$ cat config.mk
export PLATFORM = sky130hd
export DESIGN_NAME = chroma_upsampler
export DESIGN_NICKNAME = d
export VERILOG_FILES = /design/src/rtl/chup_pkg.sv /design/src/rtl/chup_seq.sv /design/src/rtl/chup_cache.sv /design/src/rtl/chup_kernel.sv /design/src/rtl/chroma_upsampler.sv
export SDC_FILE = /design/constraint.sdc
export NUM_CORES = 1
export LEC_CHECK = 0
export ABC_AREA = 1
export BUFFER_PORTS_ARGS = -buffer_cell sky130_fd_sc_hd__buf_2
export CAP_MARGIN = 20
export CORE_UTILIZATION = 45
export CTS_BUF_LIST = sky130_fd_sc_hd__clkbuf_4 sky130_fd_sc_hd__clkbuf_8
export DETAILED_ROUTE_END_ITERATION = 8
export HOLD_SLACK_MARGIN = 0.05
export PLACE_DENSITY_LB_ADDON = 0.3
export SYNTH_ARGS = -nofsm -noshare
export SYNTH_HDL_FRONTEND = slang
export SYNTH_SLANG_ARGS = --single-unit
$ cat constraint.sdc
create_clock -name clk -period 5.2 [get_ports clk]
set_input_delay 0.52 -clock clk [delete_from_list [all_inputs] [get_ports clk]]
set_output_delay 0.52 -clock clk [all_outputs]
set_load 0.05 [all_outputs]
$ cat src/rtl/chup_pkg.sv
`timescale 1ns/1ps
// Package: shared types for the chroma upsampler.
// Assumes: nothing beyond the enum encoding being internal only.
package chup_pkg;

    // Role of the output line currently being produced
    typedef enum logic [1:0] {
        LN_FIRST  = 2'd0,   // line 0: stream only, written to cache
        LN_KERN   = 2'd1,   // odd line: cache (top) + stream (bottom)
        LN_DIRECT = 2'd2    // cache only, no input taken
    } line_kind_e;

endpackage

$ cat src/rtl/chup_seq.sv
`timescale 1ns/1ps
// Module: chup_seq
// Walks the output frame pixel by pixel and tells the datapath which chroma
// column is needed, whether it must come from a fresh source (stream or
// cache) and what kind of line is being produced.
// Assumes: OUT_W even and >= 4; step pulses once per output transfer.
module chup_seq
    import chup_pkg::*;
#(
    parameter int OUT_W    = 16,
    parameter int CH_LINES = 4
) (
    input  logic                        clk,
    input  logic                        rst_n,
    input  logic                        step,
    output line_kind_e                  kind,
    output logic                        odd,
    output logic                        first_col,
    output logic                        need_src,
    output logic [$clog2(OUT_W/2)-1:0]  src_idx
);
    localparam int CW    = OUT_W / 2;
    localparam int OUT_H = 2 * CH_LINES;
    localparam int XW    = $clog2(OUT_W);
    localparam int LW    = (OUT_H > 2) ? $clog2(OUT_H) : 1;
    localparam int AW    = $clog2(CW);

    logic [XW-1:0] xcnt;
    logic [LW-1:0] ln;
    logic [AW-1:0] col;
    logic [AW:0]   nxt;
    logic          at_edge;

    // Pixel and line counters, advanced on every output transfer
    always_ff @(posedge clk) begin
        if (!rst_n) begin
            xcnt <= '0;
            ln   <= '0;
        end else if (step) begin
            if (xcnt == XW'(OUT_W - 1)) begin
                xcnt <= '0;
                ln   <= (ln == LW'(OUT_H - 1)) ? '0 : ln + LW'(1);
            end else begin
                xcnt <= xcnt + XW'(1);
            end
        end
    end

    // Column selection and edge handling for the current pixel
    always_comb begin
        col       = xcnt[XW-1:1];
        odd       = xcnt[0];
        first_col = (xcnt == '0);
        nxt       = {1'b0, col} + (AW+1)'(1);
        at_edge   = (nxt == (AW+1)'(CW));
        need_src  = first_col || (odd && !at_edge);
        if (odd && !at_edge) src_idx = nxt[AW-1:0];
        else                 src_idx = col;
    end

    // Line role from the line counter
    always_comb begin
        if (ln == '0)                               kind = LN_FIRST;
        else if (ln[0] && (ln != LW'(OUT_H - 1)))   kind = LN_KERN;
        else                                        kind = LN_DIRECT;
    end

endmodule

$ cat src/rtl/chup_cache.sv
`timescale 1ns/1ps
// Module: chup_cache
// One chroma line of storage with one write port and one asynchronous read
// port. A read of the address being written returns the old contents.
// Assumes: contents are never read before the line was written (guaranteed
// by the line schedule).
module chup_cache #(
    parameter int DW    = 16,
    parameter int DEPTH = 8,
    parameter int AW    = $clog2(DEPTH)
) (
    input  logic          clk,
    input  logic          we,
    input  logic [AW-1:0] waddr,
    input  logic [DW-1:0] wdata,
    input  logic [AW-1:0] raddr,
    output logic [DW-1:0] rdata
);
    logic [DW-1:0] mem [DEPTH];

    // Store the fetched sample
    always_ff @(posedge clk) begin
        if (we) mem[waddr] <= wdata;
    end

    // Present the cached sample of the requested column
    assign rdata = mem[raddr];

endmodule

$ cat src/rtl/chup_kernel.sv
`timescale 1ns/1ps
// Module: chup_kernel
// Holds the current chroma column (top and bottom taps) and forms the
// rounded two- or four-tap average for each component of the pixel.
// Assumes: on single-line rows top and bottom carry the same sample, so the
// four-tap path reduces exactly to the horizontal two-tap average.
module chup_kernel #(
    parameter int SW = 8,
    parameter int NC = 2
) (
    input  logic           clk,
    input  logic           rst_n,
    input  logic           load,
    input  logic           first_col,
    input  logic           odd,
    input  logic           need_src,
    input  logic [NC*SW-1:0] src_top,
    input  logic [NC*SW-1:0] src_bot,
    output logic [NC*SW-1:0] pix
);
    logic [NC*SW-1:0] hold_top;
    logic [NC*SW-1:0] hold_bot;

    // Capture the newly sourced column as the left column of the kernel
    always_ff @(posedge clk) begin
        if (!rst_n) begin
            hold_top <= '0;
            hold_bot <= '0;
        end else if (load) begin
            hold_top <= src_top;
            hold_bot <= src_bot;
        end
    end

    for (genvar c = 0; c < NC; c++) begin : g_comp
        logic [SW-1:0] st, sb, ht, hb, nt, nb;
        logic [SW:0]   sum_src, sum_hold;
        logic [SW+1:0] sum_four;

        assign st = src_top[c*SW +: SW];
        assign sb = src_bot[c*SW +: SW];
        assign ht = hold_top[c*SW +: SW];
        assign hb = hold_bot[c*SW +: SW];
        // Right neighbour: fresh column, or the held one at the right edge
        assign nt = need_src ? st : ht;
        assign nb = need_src ? sb : hb;

        assign sum_src  = {1'b0, st} + {1'b0, sb} + (SW+1)'(1);
        assign sum_hold = {1'b0, ht} + {1'b0, hb} + (SW+1)'(1);
        assign sum_four = {2'b0, ht} + {2'b0, hb} + {2'b0, nt} + {2'b0, nb}
                        + (SW+2)'(2);

        assign pix[c*SW +: SW] = odd       ? SW'(sum_four >> 2) :
                                 first_col ? SW'(sum_src  >> 1) :
                                             SW'(sum_hold >> 1);
    end

endmodule

$ cat src/rtl/chroma_upsampler.sv
`timescale 1ns/1ps
// Module: chroma_upsampler (top)
// Upsamples 2x2-subsampled Cb/Cr to one pair per output pixel in raster
// order, using a one-line cache so each chroma line is fetched once.
// Assumes: OUT_W even, 4..1024; input samples arrive in raster order of the
// chroma grid; in_ready depends combinationally on out_ready.
module chroma_upsampler
    import chup_pkg::*;
#(
    parameter int OUT_W    = 16,
    parameter int CH_LINES = 4,
    parameter int SW       = 8
) (
    input  logic            clk,
    input  logic            rst_n,
    input  logic            in_valid,
    output logic            in_ready,
    input  logic [2*SW-1:0] in_data,
    output logic            out_valid,
    input  logic            out_ready,
    output logic [2*SW-1:0] out_data
);
    localparam int CW = OUT_W / 2;
    localparam int DW = 2 * SW;
    localparam int AW = $clog2(CW);

    line_kind_e    kind;
    logic          odd, first_col, need_src, uses_stream, fire;
    logic [AW-1:0] src_idx;
    logic [DW-1:0] cache_rd, src_top, src_bot;

    chup_seq #(.OUT_W(OUT_W), .CH_LINES(CH_LINES)) u_seq (
        .clk       (clk),
        .rst_n     (rst_n),
        .step      (fire),
        .kind      (kind),
        .odd       (odd),
        .first_col (first_col),
        .need_src  (need_src),
        .src_idx   (src_idx)
    );

    chup_cache #(.DW(DW), .DEPTH(CW), .AW(AW)) u_cache (
        .clk   (clk),
        .we    (fire && uses_stream),
        .waddr (src_idx),
        .wdata (in_data),
        .raddr (src_idx),
        .rdata (cache_rd)
    );

    // Route the column taps according to the line role
    always_comb begin
        case (kind)
            LN_FIRST: begin src_top = in_data;  src_bot = in_data;  end
            LN_KERN:  begin src_top = cache_rd; src_bot = in_data;  end
            default:  begin src_top = cache_rd; src_bot = cache_rd; end
        endcase
    end

    // Handshake: stall only when a stream sample is needed and absent
    always_comb begin
        uses_stream = need_src && (kind != LN_DIRECT);
        out_valid   = uses_stream ? in_valid : 1'b1;
        in_ready    = uses_stream && out_ready;
        fire        = out_valid && out_ready;
    end

    chup_kernel #(.SW(SW), .NC(2)) u_kernel (
        .clk       (clk),
        .rst_n     (rst_n),
        .load      (fire && need_src),
        .first_col (first_col),
        .odd       (odd),
        .need_src  (need_src),
        .src_top   (src_top),
        .src_bot   (src_bot),
        .pix       (out_data)
    );

endmodule

**Word level (Yosys, flattened, before mapping)**

Memory sizes are Yosys's and may differ from the RTL's.
Cells that the tools add are included.

- Eq/ne operators: 6
- $add $sub $neg: 19
- Reduce and logical (&&, ||, !) cells: 14
- Mux-type cells: 18

Operators with widths:

| kind | number |
|---|---|
| $mux 8 | 8 |
| $add 8x8->9 | 6 |
| $add 10x8->10 | 4 |
| $add 9x1->9 const B | 4 |
| $mux 16 | 2 |
| $add 10x2->10 const B | 2 |
| $eq 4x4->1 const B | 2 |
| $logic_and 1x1->1 | 7 |
| $mux 3 | 2 |
| $add 3x1->4 const B | 1 |
| $add 4x1->4 const B | 1 |
| $logic_not 4->1 | 1 |
| $mux 2 | 2 |
| $mux 4 | 1 |
| $add 3x1->3 const B | 1 |
| $eq 3x3->1 const B | 1 |
| $logic_not 3->1 | 1 |
| $mux 1 | 3 |
| $ne 3x3->1 const B | 1 |
| $eq 2x1->1 const B | 1 |
| $logic_not 2->1 | 1 |
| $ne 2x2->1 const B | 1 |
| $reduce_and 2->1 | 1 |
| $reduce_or 2->1 | 1 |
| 2 further kinds | 2 |

- Memory bits (writable): 128
- Register bits after elaboration: 39
- Word-level logic and storage cells: 62
- Memories: 1
- Input port bits: 20
- Output and inout port bits: 18

Memories:

| memory | words | bits a word | rd ports | clocked after Yosys merged registers in | wr ports | line | text |
|---|---|---|---|---|---|---|---|
| u_cache.mem | 8 | 16 | 1 | 0 | 1 | chup_cache.sv:19 | `logic [DW-1:0] mem [DEPTH];` |

**Longest topological paths before layout**

Gate-level depths: netlist of the first run.
An unclocked memory read counts as a cell.

- Depth in word-level cells: 12
- Gate-level depth with buffers: 31
- Gate-level depth less buffers: 30

**Cells and area by module**

Synthesis of the first run repeated with hierarchy kept, for this count alone.

- Cell total of the unflattened synthesis: 1436
- Area, all modules: 11292.1 µm²

By module, submodules not included:

| module | area an instance (µm²) | seq. area each (µm²) | cells each | instances |
|---|---|---|---|---|
| chup_cache | 5669.2 | 3843.7 | 571 | 1 |
| chup_kernel | 4626.9 | 640.6 | 693 | 1 |
| chroma_upsampler | 503.0 | 0.0 | 100 | 1 |
| chup_seq | 493.0 | 140.1 | 72 | 1 |

**Least setup slack after synthesis of the first run**

OpenSTA, ideal clock, no wires.

- Kind: register to output
- From: reg u_seq.xcnt[1]
- To: out out_data[7]
- Required time: 4680 ps
- Cell stages (with the launch flop): 27
- Path slack: 475 ps
- Data arrival time: 4205 ps
- Buffers on the path: 3
- Cells stage by stage: dfxtp_1 -> ha_1 -> nand2_2 -> inv_2 -> nand2_2 -> nand3_4 -> nand2_4 -> buf_6 -> buf_6 -> nand2_2 -> inv_2 -> buf_6 -> a221oi_2 -> nand2_1 -> nand2_1 -> o21a_1 -> inv_1 -> ha_1 -> a21o_1 -> a31oi_1 -> nor2_1 -> o21ai_0 -> nand2_1 -> nand2_1 -> a21oi_1 -> nor3_1 -> o21ai_0

- Elaborated cells between the ends (all ways): 19
- Those cells by class: 6 x add/sub; 1 x eq/ne; 7 x mux; 4 x reduce/logical; 1 x memory

RTL lines:

| element | line | text |
|---|---|---|
| start: declaration | chup_seq.sv:28 | `logic [XW-1:0] xcnt;` |
| start signal: assignment | chup_seq.sv:44 | `xcnt <= xcnt + XW'(1);` |
| $add 3x1->4 | chup_seq.sv:54 | `nxt = {1'b0, col} + (AW+1)'(1);` |
| $eq 4x4->1 | chup_seq.sv:55 | `at_edge = (nxt == (AW+1)'(CW));` |
| $logic_not 1->1 | chup_seq.sv:57 | `if (odd && !at_edge) src_idx = nxt[AW-1:0];` |
| $logic_and 1x1->1 | chup_seq.sv:57 |  |
| $mux 3 * | chup_seq.sv:57 |  |
| $mem_v2 8x16 * | - |  |
| $mux 16 * | chroma_upsampler.sv:54 | `case (kind)` |
| net src_bot[3] | chroma_upsampler.sv:30 | `logic [DW-1:0] cache_rd, src_top, src_bot;` |
| $mux 8 or $add 8x8->9 (tied branches) | chup_kernel.sv:46, chup_kernel.sv:48 |  |
| $add 10x8->10 or $add 9x1->9 (tied branches) | chup_kernel.sv:50, chup_kernel.sv:48 |  |
| $add 10x2->10 or $mux 8 (tied branches) | chup_kernel.sv:51, chup_kernel.sv:54 |  |
| $mux 8 * | chup_kernel.sv:53 | `assign pix[c*SW +: SW] = odd ? SW'(sum_four >> 2) :` |
| end: declaration | chroma_upsampler.sv:21 | `output logic [2*SW-1:0] out_data` |

Mark *: on every way through the listed nets, which the timed path passes. The rest lies on a longest branch.

**Worst setup path in the final report of the first run**

- From: reg u_seq.xcnt[2]
- To: out out_data[7]

- Cells in the longest elaborated chain, start to end: 12
- Elaborated cells between the ends (all ways): 19
- Those cells by class: 6 x add/sub; 1 x eq/ne; 7 x mux; 4 x reduce/logical; 1 x memory

RTL lines:

| element | line | text |
|---|---|---|
| $add 3x1->4 | chup_seq.sv:54 |  |
| $eq 4x4->1 | chup_seq.sv:55 |  |
| $logic_not 1->1 | chup_seq.sv:56, chup_seq.sv:57 |  |
| $logic_and 1x1->1 | chup_seq.sv:56, chup_seq.sv:57 |  |
| $mux 3 | chup_seq.sv:57 |  |
| $mem_v2 8x16 | - |  |
| $mux 16 | chroma_upsampler.sv:54 |  |
| $mux 8 | chup_kernel.sv:45 | `assign nt = need_src ? st : ht;` |
| $add 10x8->10 (2 in series) | chup_kernel.sv:50 | `assign sum_four = {2'b0, ht} + {2'b0, hb} + {2'b0, nt} + {2'b0, nb}` |
| $add 10x2->10 | chup_kernel.sv:51 | `+ (SW+2)'(2);` |
| $mux 8 * | chup_kernel.sv:53 |  |

Mark *: on every way between the ends. The rest lies on a longest branch, timed or not.

==> metrics.md, run 1 <==
| Metric | Value |
|---|---|
| Outcome | completed |
| RSZ-0062 raised after global routing | true |
| Worst EP arrival | 4510 ps |
| Sequential share of the synthesized area | 44.1% |
| Total congestion overflow | 0 |
| Worst Skew | 10.2 ps |
| Initial drt markers | 673 |
| Area delta synth->final | 14.3% |
| Initial Utilization | 46.0% |
| Flop pwr share | 31.0% |
| Share of cells above drive strength 1 | 19.7% |
| Nets | 1370 |
| Clock sinks | 167 |
| Most frequent cells after synthesis | nand2_1 (271), inv_1 (154), edfxtp_1 (128) |
| Post-DP Area | 11000 µm² |
| DR pass1 iterations | 6 |
| Post-Syn Area | 10500 µm² |
| Global-route wire length before repair | 40700 µm |
| NetSw | 2180 µW |
| Synth warn | 0 |
| Hold EP | u_cache.mem[5][10] |
| Sw frac | 44.2% |
| Peak supply drop | 243 µV |
| Port Buffers | 37 |
| Comb power frac | 51.6% |
| Die area | 23900 µm² |
| P_int | 2750 µW |
| Chip Width | 155 µm |
| F_max | 199 MHz |
| Clk_lat worst skew | 470 ps |
| Most used cell, CP | nand2_1 |
| Worst r2r src | u_seq.xcnt[0] |
| Slew Limit Fails | 0 |
| # diodes | 0 |
| R2R depth | 10 |
| Synth Register Bits | 167 |
| Crit-path cells | ha_2, nand2_1, xor2_2, nand2_4, inv_4, nor2_4, buf_4, nand3_1, nand2_1, a221oi_2, nand2_1, inv_1, nand2_1, o21ai_2, o21ai_2, fa_1, ha_2, a21oi_2, o21ai_1, a211oi_2, o21ai_1, nand2_1, o21ai_0, buf_4 |
| Final period util | 96.7% |
| Post-synth top area share | 36.7% |
| Gr usage total | 21.8% |
| Fin crit period | 5030 ps |
| Leakage | 0.00522 µW |
| Number of global-route vias before repair | 8355 |
| Largest net degree at the start of global routing | 65 |
| Slowest cell on the critical path | fa_1 |
| Final hold violations | 0 |
| Top cells by area, synth | edfxtp_1 (37%), nand2_1 (9.7%), dfxtp_1 (7.4%) |
| Post-DRT Antenna Nets | 0 |
| Number of buffers on the longest clock path | 2 |
| WP buf/inv | 4 |
| Most common cell in the netlist | nand2_1 |
| Post-Layout Inst Area | 12000 µm² |
| Worst R2R Setup Slack | 2050 ps |
| Ys async rst share | 0% |
| Ys flop type | edfxtp_1 |
| Max incr delay on CP | 550 ps |
| Final total power | 4930 µW |
| Row cnt | 55 |
| Fillers | 2078 |
| Core ar. | 22800 µm² |
| Worst EP required | 4680 ps |
| Cell accounting for the most synthesized area | edfxtp_1 |
| Hold path depth | 1 |
| CTS H-tree lvls | 4 |
| Worst slew pin tran | 711 ps |
| Worst-path clk slew | 90 ps |
| Number of flops mapped to enable cells by yosys | 128 |
| Vias | 8556 |
| Syn Inst Count | 1217 |
| Root buffer cell | clkbuf_8 |
| Critical path class | reg2out |
| Worst Path Max Fanout | 7 |
| Detailed placement HPWL | 18600 µm |
| # setup viols final | 0 |
| Synth unique cells | 47 |
| CTS tree | done |
| HP Class | in2reg |
| Total wire length | 25800 µm |
| Max-Slew Margin vs Limit | 52.4% |
| Drc violations | 0 |
| PwrDens | 411 nW/µm² |
| Syn Nets | 1313 |
| Initial antenna violation count | 0 |
| CTS Buf Count | 17 |
| Avg Cell Area, Syn | 8.62 µm² |
| Beginning of the worst hold path | in_data[10] |
| CP endpoint kind | primary output |
| Final Core Density | 52.6% |
| Worst path top cell family by delay | compound AO/OA/AOI/OAI gates |
| Routed len/inst | 16.1 µm |
| Io pins | 38 |
| Die Span Y | 155 µm |
| Drt via density | 5.35 |
| R2R Path End | u_cache.mem[6][10] |
| Clock power frac | 17.4% |
| Critical Path Source Type | flip-flop |
| RD Place Congestion | 0.957 |
| Max Cap Viol | 0 |
==> logic make-up after synthesis <==
group,share of synthesized area [%]
xor gates and xnor gates,2.33
DFF,44.1
AOI/OAI and AO/OA,15.1
buffers and inverters,8.58
adders and majority gates,10.4
and+or+nand+nor,19.5
==> power by group through the flow <==
stage               Combinational (µW)  Clock [µW]  Sequential (µW)
floorplan                         1750           0             1550
global placement                  2180           0             1560
detailed placement                2200           0             1560
CTS                               2260         864             1530
global route                      2820         916             1540
finish                            2540         857             1530
==> what timing repair did <==
| item | 4_1_cts | 5_1_grt |
|---|---|---|
| gates cloned | 0 | 2 |
| endpoints found under the setup margin | 16 | 14 |
| resized for setup | 34 | 94 |
| hold buffers | 0 | 0 |
| hold endpoints to repair | 0 | 0 |
| setup buffers | 0 | 22 |
| pin swaps | 0 | 26 |
==> cell type report <==
class,count,area [µm²],area share [%]
clock buffers,17,234,1.95
clock inverters,15,120,1.00
inverters,170,663,5.53
multi-input cells,834,5370,44.8
flip-flops and latches,167,4630,38.6
well taps,313,392,3.27
repair buffers,82,567,4.73
repair inverters,2,12.5,0.104
==> metrics by stage <==
step | hold slack, ps | TNS, ps | instances | worst slack (ps)
final | 372 | 0 | 1600 | 169
after global routing | 385 | -180 | 1600 | -92.0
after CTS | 356 | 0 | 1576 | 0.568
after detailed placement | 476 | 0 | 1544 | 3.40
after global placement | 470 | 0 | 1544 | 115
after floorplan | 447 | 0 | 1217 | 475
==> per-layer routing <==
metal	share of wire [%]	wire [µm]	vias up	track usage [%]
met5	0	0	-	0
met1	44	11500	4063	27.6
met3	4.4	1140	42	3.31
met2	49	12700	217	38.1
met4	1.7	444	0	6.93
li1	-	-	4234	-
==> worst max-delay path by stage <==
stage                  startpoint      endpoint  slack [ps]  depth (start not counted)
global route        u_seq.xcnt[2]   out_data[7]         -90                         28
global placement    u_seq.xcnt[2]   out_data[7]         110                         22
detailed placement  u_seq.xcnt[2]   out_data[7]           3                         21
floorplan           u_seq.xcnt[1]   out_data[7]         480                         26
finish              u_seq.xcnt[2]   out_data[7]         170                         24
CTS                 u_seq.xcnt[2]  out_data[15]         0.6                         27
==> worst reg2reg max path, cell delays in order (launching register included) <==
cell,delay [ps]
dfxtp_2,370
inv_2,80
buf_4,240
ha_1,180
nand3_1,110
nand2_1,110
buf_4,280
and3_1,220
nand2_1,260
nor2_1,650
buf_4,340
==> state kept, by name (all words and copies together) (netlist names) <==
name / flops
u_kernel.hold_top: 16
u_seq.xcnt: 4
u_kernel.hold_bot: 16
u_seq.ln: 3
u_cache.mem: 128
==> cell usage in the layout (no fill, tap or decap), types with 17 or more instances in the layout <==
master    synthesis  layout
nand2_1         271     264
inv_1           154     154
edfxtp_1        128     128
a21oi_1          93      86
nand3_1          76      76
o21ai_0          88      73
buf_4             2      47
ha_1             58      44
nor2_1           39      38
dfxtp_1          39      37
o21ai_1          37      32
buf_2            10      29
o21ai_2           6      26
nand2_2          21      21
nand2_4          12      18
xor2_1           18      18
fa_1             18      18
clkbuf_8          0      17
No activity file was read; power rests on OpenSTA's default activity.
==> run 2, diff against run 1 <==
- SYNTH_HIERARCHICAL: default -> 1
==> metrics.md, run 2 <==
| Metric | Value |
|---|---|
| Worst EP arrival | 4690 ps |
| Fin crit period | 5210 ps |
| Most frequent cells after synthesis | nand2_1 (406), inv_1 (279), edfxtp_1 (128) |
| Root buffer cell | clkbuf_8 |
| Row cnt | 57 |
| Post-DRT Antenna Nets | 0 |
| Outcome | finished, violations left |
| Ys async rst share | 0% |
| Die Span Y | 160 µm |
| Initial drt markers | 802 |
| Commonest non-fill, non-tap cell in the layout | nand2_1 |
| Ys flop type | edfxtp_1 |
| Sequential share of the synthesized area | 41.0% |
| Worst Skew | 13.7 ps |
| Leakage | 0.00640 µW |
| Vias | 9575 |
| R2R depth | 19 |
| RD Place Congestion | 0.896 |
| Chip Width | 160 µm |
| Hold EP | u_cache/mem[2][7] |
| Total congestion overflow | 0 |
| Synth Register Bits | 167 |
| Global-route wire length before repair | 44600 µm |
| Avg Cell Area, Syn | 7.86 µm² |
| CTS Buf Count | 17 |
| Slew Limit Fails | 0 |
| Final hold violations | 0 |
| CP endpoint kind | primary output |
| DR pass1 iterations | 5 |
| Setup_tns | -6.80 ps |
| Failing checks | negative setup slack |
| Largest net degree at the start of global routing | 49 |
| Share of cells above drive strength 1 | 20.8% |
| Gr usage total | 22.0% |
| Fillers | 2125 |
| Worst-path clk slew | 100 ps |
| Final WS setup | -6.80 ps |
| Beginning of the worst hold path | in_data[7] |
| Area delta synth->final | 21.4% |
| R2R Path End | u_kernel/hold_top[4] |
| Cell accounting for the most synthesized area | edfxtp_1 |
| Hold path depth | 1 |
| Routed len/inst | 15.9 µm |
| Die area | 25700 µm² |
| Worst r2r src | u_seq/xcnt[2] |
| Max FFs per register | 128 |
| Drc violations | 0 |
| Dpl ws | 46.6 ps |
| F_max | 192 MHz |
| Post-DP Area | 11800 µm² |
| Placed cell count | 1771 |
| Total wire length | 29500 µm |
| Clock sinks | 167 |
| Hold-fix buffers, CTS | 0 |
| Drt via density | 5.16 |
| Initial Utilization | 46.2% |
| Top cells by area, synth | edfxtp_1 (34%), nand2_1 (13%), inv_1 (9.3%) |
| Core ar. | 24500 µm² |
| Synth warn | 6 |
| Post-Syn Area | 11300 µm² |
| Max Cap Viol | 0 |
| HP Class | in2reg |
| Port Buffers | 37 |
| Nets | 1627 |
| Number of buffers on the longest clock path | 2 |
| Peak supply drop | 250 µV |
| Worst Path Max Fanout | 8 |
| Final period util | 100% |
| Post-synth top area share | 34.0% |
| CTS tree | done |
| Detailed placement HPWL | 18100 µm |
| Io pins | 38 |
| Worst R2R Setup Slack | 1250 ps |
| CTS H-tree lvls | 4 |
| # setup viols final | 1 |
| Most common cell in the netlist | nand2_1 |
| Critical Path Source Type | flip-flop |
| Clk_lat worst skew | 480 ps |
| Post-Layout Inst Area | 13700 µm² |
| Synth unique cells | 40 |
| Critical path class | reg2out |
| Number of global-route vias before repair | 8945 |
| Most frequent cells in the layout | nand2_1 (373), inv_1 (263), edfxtp_1 (128) |
| Max-Slew Margin vs Limit | 28.7% |
| PwrDens | 472 nW/µm² |
| Worst EP required | 4680 ps |
| Syn Nets | 1545 |
| Number of flops mapped to enable cells by yosys | 128 |
| Top flop regs | u_cache/mem: 128 flops, u_kernel/hold_bot: 16 flops, u_kernel/hold_top: 16 flops |
| RSZ-0062 raised after global routing | true |
| Largest Register | u_cache/mem |
| Initial antenna violation count | 1 |
| Worst slew pin tran | 1070 ps |
| Finished Layout Cells | 1856 |
| Syn Inst Count | 1436 |
## run 2: through the flow
step	total power, µW	hold WS, ps	util (%)
after floorplan	3770	446	-
after global placement	4320	465	48.3
after detailed placement	4340	469	48.3
after CTS	5900	312	52.6
after global routing	6910	335	56.0
final	6480	330	56.0
## run 2: area by class of cell
class	count	area (µm²)	share of cell area, %
well taps	324	405	2.96
clock buffers	18	241	1.76
diodes	1	2.50	0.0183
repair buffers	112	1240	9.07
flip-flops and latches	167	4630	33.8
repair inverters	1	8.76	0.0639
clock inverters	14	188	1.37
multi-input cells	926	5860	42.7
inverters	293	1130	8.25
## run 2: how the worst max path moves through the flow
| stage | start | to | slack, ps | depth (start not counted) |
|---|---|---|---|---|
| 6_report | u_seq/xcnt[2] | out_data[3] | -7 | 26 |
| 5_1_grt | u_seq/xcnt[2] | out_data[7] | -270 | 28 |
| 4_1_cts | u_seq/xcnt[2] | out_data[3] | -60 | 26 |
| 2_1_floorplan | u_seq/xcnt[1] | out_data[2] | 160 | 23 |
| 3_3_place_gp | u_seq/xcnt[2] | out_data[6] | 150 | 26 |
| 3_5_place_dp | u_seq/xcnt[2] | out_data[3] | 50 | 26 |
## run 2: power breakdown
part           internal, µW  leakage [µW]  switching (µW)  total [µW]
combinational          1640       0.00470            2270        3900
clock                   496      0.000215             540        1040
sequential             1500       0.00148            36.4        1540
total                  3630       0.00640            2840        6480
## run 2: worst max-delay path, stage by stage, from the launching register on
cell and delay (ps):
dfxtp_4 410, ha_4 160, nand3_4 70, o21bai_4 170
nand2_4 90, nand2_8 120, buf_6 140, clkbuf_16 150
nand2_1 60, nand3_2 70, nand2_1 50, nand2_1 60
nand2_2 60, nor2_2 100, a21oi_2 60, o21ai_2 160
fa_1 450, fa_1 590, inv_2 50, ha_4 240
a21o_1 210, nor2_2 130, o21ai_2 80, or2_1 220
nand3_1 70, nand2_1 70, buf_6 150
## run 2: timing repair
item	4_1_cts	5_1_grt
resized for setup	104	123
pin swaps	27	95
buffers inserted	17	18
endpoints found under the hold margin	0	0
endpoints found under the setup margin	16	16
gates cloned	3	11
## run 2: cell families (layout without fill, tap and decap cells)
| family | Yosys count | count (layout) | share of synthesized area [%] |
|---|---|---|---|
| AOI/OAI and AO/OA | 218 | 218 | 10.6 |
| DFF | 167 | 167 | 41.0 |
| muxes | 2 | 2 | 0.177 |
| adders and majority gates | 89 | 89 | 12.1 |
| xor gates and xnor gates | 11 | 11 | 0.853 |
| and+or+nand+nor | 605 | 606 | 22.7 |
| other | 0 | 1 | 0 |
| buffers and inverters | 344 | 438 | 12.6 |
## run 2: routing by layer
metal / up-vias / global-route usage [%] / part of all wire (%)
li1: 4719 / - / -
met1: 4510 / 28.4 / 43
met2: 297 / 38.1 / 49
met3: 49 / 3.15 / 5.8
met4: 0 / 6.28 / 2.1
met5: - / 0 / 0
